File: src/rtl/irq_enc_pkg.sv
package irq_enc_pkg;
  localparam int NUM_SRC = 13;
  localparam int DATA_W  = 16;
  localparam int ADDR_W  = 6;
  localparam int LVL_W   = 4;

  localparam logic [ADDR_W-1:0] OFS_MASK = 6'h00;
  localparam logic [ADDR_W-1:0] OFS_PWR  = 6'h30;
  localparam logic [ADDR_W-1:0] OFS_ID   = 6'h32;
  localparam logic [ADDR_W-1:0] OFS_PORT = 6'h36;
  localparam logic [DATA_W-1:0] ID_VALUE = 16'h0010;

  // enable-bit position of the source with priority level lvl
  function automatic int src_mask_bit(input int lvl);
    case (lvl)
      0:  return 11;
      1:  return 9;
      2:  return 8;
      3:  return 12;
      4:  return 10;
      5:  return 6;
      6:  return 5;
      7:  return 4;
      8:  return 7;
      9:  return 14;
      10: return 13;
      11: return 0;
      default: return 15;
    endcase
  endfunction
endpackage

File: src/rtl/irq_qualify.sv
module irq_qualify
  import irq_enc_pkg::*;
#(
  parameter int N_SRC = NUM_SRC,
  parameter int DW    = DATA_W
) (
  input  logic [N_SRC-1:0] irq_in,
  input  logic [DW-1:0]    enable,
  output logic [N_SRC-1:0] qual
);
  for (genvar k = 0; k < N_SRC; k++) begin : g_src
    localparam int BIT = src_mask_bit(k);
    assign qual[k] = irq_in[k] & enable[BIT];
  end
endmodule

File: src/rtl/level_select.sv
module level_select
  import irq_enc_pkg::*;
#(
  parameter int N_SRC = NUM_SRC,
  parameter int LW    = LVL_W
) (
  input  logic [N_SRC-1:0] qual,
  output logic [LW-1:0]    code
);
  logic [LW-1:0] win;

  always_comb begin
    win = '1;
    for (int k = N_SRC - 1; k >= 0; k--) begin
      if (qual[k]) win = LW'(k);
    end
    code = win ^ {LW{1'b1}};
  end
endmodule

File: src/rtl/reg_window.sv
module reg_window
  import irq_enc_pkg::*;
#(
  parameter int AW = ADDR_W,
  parameter int DW = DATA_W
) (
  input  logic          clk,
  input  logic          rst,
  input  logic          wr_en,
  input  logic          rd_en,
  input  logic [AW-1:0] addr,
  input  logic [DW-1:0] wdata,
  output logic [DW-1:0] rdata,
  output logic [DW-1:0] mask_q,
  output logic [DW-1:0] port_q,
  output logic          shutdown
);
  logic [DW-1:0] rd_sel;

  always_comb begin
    case (addr)
      OFS_MASK: rd_sel = mask_q;
      OFS_PORT: rd_sel = port_q;
      OFS_ID:   rd_sel = ID_VALUE;
      default:  rd_sel = '0;
    endcase
  end

  always_ff @(posedge clk) begin
    if (rst) begin
      mask_q   <= '0;
      port_q   <= '0;
      shutdown <= 1'b0;
      rdata    <= '0;
    end else begin
      shutdown <= wr_en && (addr == OFS_PWR) && wdata[0];
      rdata    <= rd_en ? rd_sel : '0;
      if (wr_en && addr == OFS_MASK) mask_q <= wdata;
      if (wr_en && addr == OFS_PORT) port_q <= wdata;
    end
  end

  AST_SHUTDOWN_CAUSE: assert property (@(posedge clk) disable iff (rst)
    shutdown |-> $past(wr_en && addr == OFS_PWR && wdata[0]));
  AST_ID_READ: assert property (@(posedge clk) disable iff (rst)
    $past(rd_en && addr == OFS_ID) |-> rdata == ID_VALUE);
  AST_PORT_HOLD: assert property (@(posedge clk) disable iff (rst)
    !$past(wr_en && addr == OFS_PORT) |-> $stable(port_q));
  AST_MASK_HOLD: assert property (@(posedge clk) disable iff (rst)
    !$past(wr_en && addr == OFS_MASK) |-> $stable(mask_q));
  AST_NO_READ_ZERO: assert property (@(posedge clk) disable iff (rst)
    !$past(rd_en) |-> rdata == '0);
endmodule

File: src/rtl/irq_level_encoder.sv
module irq_level_encoder
  import irq_enc_pkg::*;
#(
  parameter int N_SRC = NUM_SRC,
  parameter int AW    = ADDR_W,
  parameter int DW    = DATA_W,
  parameter int LW    = LVL_W
) (
  input  logic             clk,
  input  logic             rst,
  input  logic [N_SRC-1:0] irq_in,
  input  logic             wr_en,
  input  logic             rd_en,
  input  logic [AW-1:0]    addr,
  input  logic [DW-1:0]    wdata,
  output logic [DW-1:0]    rdata,
  output logic [LW-1:0]    level_out,
  output logic [DW-1:0]    port_out,
  output logic             shutdown_req
);
  logic [DW-1:0]    mask_q;
  logic [N_SRC-1:0] qual;
  logic [LW-1:0]    code;

  reg_window #(.AW(AW), .DW(DW)) u_regs (
    .clk(clk), .rst(rst), .wr_en(wr_en), .rd_en(rd_en), .addr(addr),
    .wdata(wdata), .rdata(rdata), .mask_q(mask_q), .port_q(port_out),
    .shutdown(shutdown_req)
  );

  irq_qualify #(.N_SRC(N_SRC), .DW(DW)) u_qual (
    .irq_in(irq_in), .enable(mask_q), .qual(qual)
  );

  level_select #(.N_SRC(N_SRC), .LW(LW)) u_sel (
    .qual(qual), .code(code)
  );

  always_ff @(posedge clk) begin
    if (rst) level_out <= '0;
    else     level_out <= code;
  end

  AST_IDLE_ZERO: assert property (@(posedge clk) disable iff (rst)
    $past(irq_in) == '0 |-> level_out == '0);
  AST_NO_MASK_ZERO: assert property (@(posedge clk) disable iff (rst)
    $past(mask_q) == '0 |-> level_out == '0);
  AST_LEVEL_RANGE: assert property (@(posedge clk) disable iff (rst)
    level_out == '0 || level_out >= LW'(16 - N_SRC));
  AST_LEVEL_LATENCY: assert property (@(posedge clk) disable iff (rst)
    $stable(irq_in) && $stable(mask_q) |=> $stable(level_out));
endmodule

File: config.mk
export PLATFORM = sky130hd
export DESIGN_NAME = irq_level_encoder
export DESIGN_NICKNAME = d
export VERILOG_FILES = /design/src/rtl/irq_enc_pkg.sv /design/src/rtl/irq_qualify.sv /design/src/rtl/level_select.sv /design/src/rtl/reg_window.sv /design/src/rtl/irq_level_encoder.sv
export SDC_FILE = /design/constraint.sdc
export NUM_CORES = 1
export LEC_CHECK = 0
export BUFFER_PORTS_ARGS = -buffer_cell sky130_fd_sc_hd__buf_2
export CAP_MARGIN = 15
export CELL_PAD_IN_SITES_DETAIL_PLACEMENT = 0
export CELL_PAD_IN_SITES_GLOBAL_PLACEMENT = 2
export CORE_MARGIN = 1.5
export CORE_UTILIZATION = 29
export DETAILED_ROUTE_END_ITERATION = 8
export PLACE_DENSITY_LB_ADDON = 0.1
export SETUP_SLACK_MARGIN = 0.05
export SLEW_MARGIN = 30
export SYNTH_ARGS = -nofsm -noshare
export SYNTH_HDL_FRONTEND = slang
export SYNTH_SLANG_ARGS = --single-unit
File: constraint.sdc
create_clock -name clk -period 3.05 [get_ports clk]
set_input_delay 0.4575 -clock clk [delete_from_list [all_inputs] [get_ports clk]]
set_output_delay 0.4575 -clock clk [all_outputs]
set_load 0.03 [all_outputs]
==> qor.yml <==
grt:
  grt_pass1_vias: 1903
  grt_pass1_wl_um: 9410
  grt_usage_pct: 15.9
  antenna_found_initial: 0
  grt_max_degree: 37
  grt-ovfl-total: 0
final_layout:
  nets: 356
  diodes: 0
  nFillCells: 770
  final_area_um2: 2610
  layout-drive-gt1-share_pct: 28.0
  areaGrowthSynthToFinish_pct: 26.1
clocking:
  cts_resized: 0
  clockRootBuffer: "clkbuf_8"
  cts_tree: "yes"
  hold_buffers: 0
  cts_buffers: 5
  clock_latency_ns: 0.30
  clkSlewWorstSetupHoldPaths_ns: 0.09
  cts_buffer_depth: 2
  numClockSinks: 53
  htreeDepth: 2
  post_cts_buffers: 0
detailed_routing:
  final_antenna_net_count: 0
  dr.first_iter.drc_count: 73
  avgRoutedWirePerCell_um: 14.3
  wl_met2_um: 2640
  wl_met3_um: 337
  route.detailed.drc: 0
  dr.max_layer_used: "met4"
  firstDrtPassIters: 4
  viasPerCell: 4.85
  wirelength_met1_um: 2880
  vias: 2006
  finalWirelength_um: 5910
synthesis:
  mappedNetlistArea_um2: 2070
  ys.flop_type: "dfxtp_1"
  async_reset_ff_share_pct: 0
  avgSynthCellArea_um2: 8.34
  yosysWarnings: 0
  seq_area_frac_synth_pct: 51.3
  yosysUniqueCellTypes: 24
  synth_edf_count: 0
  syn-num-nets: 287
  synthCells: 248
  ys_seq_elements: 53
timing:
  fmax_mhz: 588
  slew_headroom_pct: 56.0
  finalSetupViolations: 0
  slew_violations: 0
  final-hold-violation-count: 0
  hold_ws_ns: 0.391
  setup_tns_ns: 0
  min_period_over_period_pct: 55.7
  min_period_ns: 1.70
  worstMarginPinSlew_ns: 0.657
  clock_skew_ns: 0.00649
  rsz0062_at_grt: "false"
die:
  start_util_pct: 30.3
  num_io_pins: 76
  die_y_um: 87.5
  core-area_um2: 6830
  die_area_um2: 7650
  die_w_um: 87.5
  fp-row-count: 30
setup_path:
  worst_setup_path_end_kind: "flip-flop"
  required_ns: 3.29
  start_kind: "primary input"
  arrival_ns: 1.94
  cp_max_fo: 18
  critPathKind: "in2reg"
pwr:
  ir_drop_mv: 0.154
  p_leak_nw: 1.02
  powerDensity_nw_per_um2: 478
worst_hold_path:
  holdCritPathClass: "in2reg"
place:
  gp_congestion: 0.718
  placed_cell_area_um2: 2500
  dpl.hpwl_um: 4050
  port_buffers: 75
run_status:
  outcome: "finished clean"
job:
  cap_viol_max_count: 0
[through the flow]
| step | total power [mW] | std cells | util (%) | setup slack [ns] |
|---|---|---|---|---|
| finish | 1.25 | 414 | 38.2 | 1.35 |
| detailed placement | 0.780 | 406 | 36.6 | 1.04 |
| CTS | 1.27 | 414 | 38.2 | 1.34 |
| global route | 1.29 | 414 | 38.2 | 1.16 |
| floorplan | 0.739 | 248 | - | 1.61 |
| global placement | 0.781 | 406 | 36.6 | 1.08 |
[layout by cell type, fill, tap and decap left out, types with 4 or more instances in the layout]
| cell type | n |
|---|---|
| o21ai_0 | 4 |
| nand3_1 | 33 |
| a21oi_1 | 37 |
| a22oi_1 | 16 |
| buf_4 | 6 |
| nor2_1 | 20 |
| dfxtp_1 | 53 |
| buf_2 | 75 |
| clkbuf_8 | 5 |
| nand2_1 | 45 |
[kinds of logic after synthesis]
| logic type | Yosys count | share of synthesized area (%) |
|---|---|---|
| AND/OR/NAND/NOR | 107 | 22.8 |
| buffers and inverters | 19 | 5.38 |
| AO/OA/AOI/OAI | 69 | 20.5 |
| flip-flops | 53 | 51.3 |
[worst paths after layout]
path	endpoint	from	slack [ns]	cells past startpoint
hold / removal	u_regs.shutdown$_SDFF_PP0_	wdata[0]	0.39	3
setup reg to reg	level_out[1]$_SDFF_PP0_	u_regs.mask_q[4]$_SDFFE_PP0P_	1.77	4
setup / recovery	u_regs.port_q[0]$_SDFFE_PP0P_	addr[4]	1.35	6
hold reg to reg	u_regs.mask_q[2]$_SDFFE_PP0P_	u_regs.mask_q[2]$_SDFFE_PP0P_	0.47	2
[critical path, stage by stage]
cell and delay, ns:
buf_2 0.11, and3_1 0.22, and3_1 0.53, buf_4 0.34, nand3_1 0.10, a21oi_1 0.15
[layout make-up]
class	count	area [µm²]	share of cell area (%)
Sequential cell	53	1060	40.7
Multi-Input combinational cell	176	896	34.3
Timing Repair Buffer	81	420	16.1
Tap cell	96	120	4.60
Clock buffer	6	72.6	2.78
Clock inverter	2	38.8	1.49
[synth_stat cells (all sizes together), types with 3 or more instances]
| master | n | area (µm²) |
|---|---|---|
| a22o | 3 | 26.3 |
| nand2 | 45 | 169 |
| nor2 | 20 | 75.1 |
| nand3 | 33 | 165 |
| dfxtp | 53 | 1060 |
| a22oi | 16 | 120 |
| buf | 14 | 92.6 |
| clkbuf | 5 | 18.8 |
| o21ai | 4 | 20.0 |
| a21oi | 37 | 185 |
[registers in the layout, indices dropped and copies added (netlist names)]
name and cells:
u_regs.rdata 16, u_regs.mask_q 16, u_regs.port_q 16, u_regs.shutdown 1, level_out 4
[per-layer routing]
| metal | vias to the layer above | GRT usage, % |
|---|---|---|
| met5 | - | 0 |
| met4 | 0 | 4.33 |
| met3 | 5 | 3.41 |
| met2 | 59 | 25.0 |
| met1 | 923 | 22.0 |
| li1 | 1019 | - |
[where the power goes]
part	internal (mW)	total [mW]	switching (mW)
clock	0.247	0.482	0.236
combinational	0.0250	0.0684	0.0434
sequential	0.694	0.695	0.00174
(Power assumes the default switching activity.)
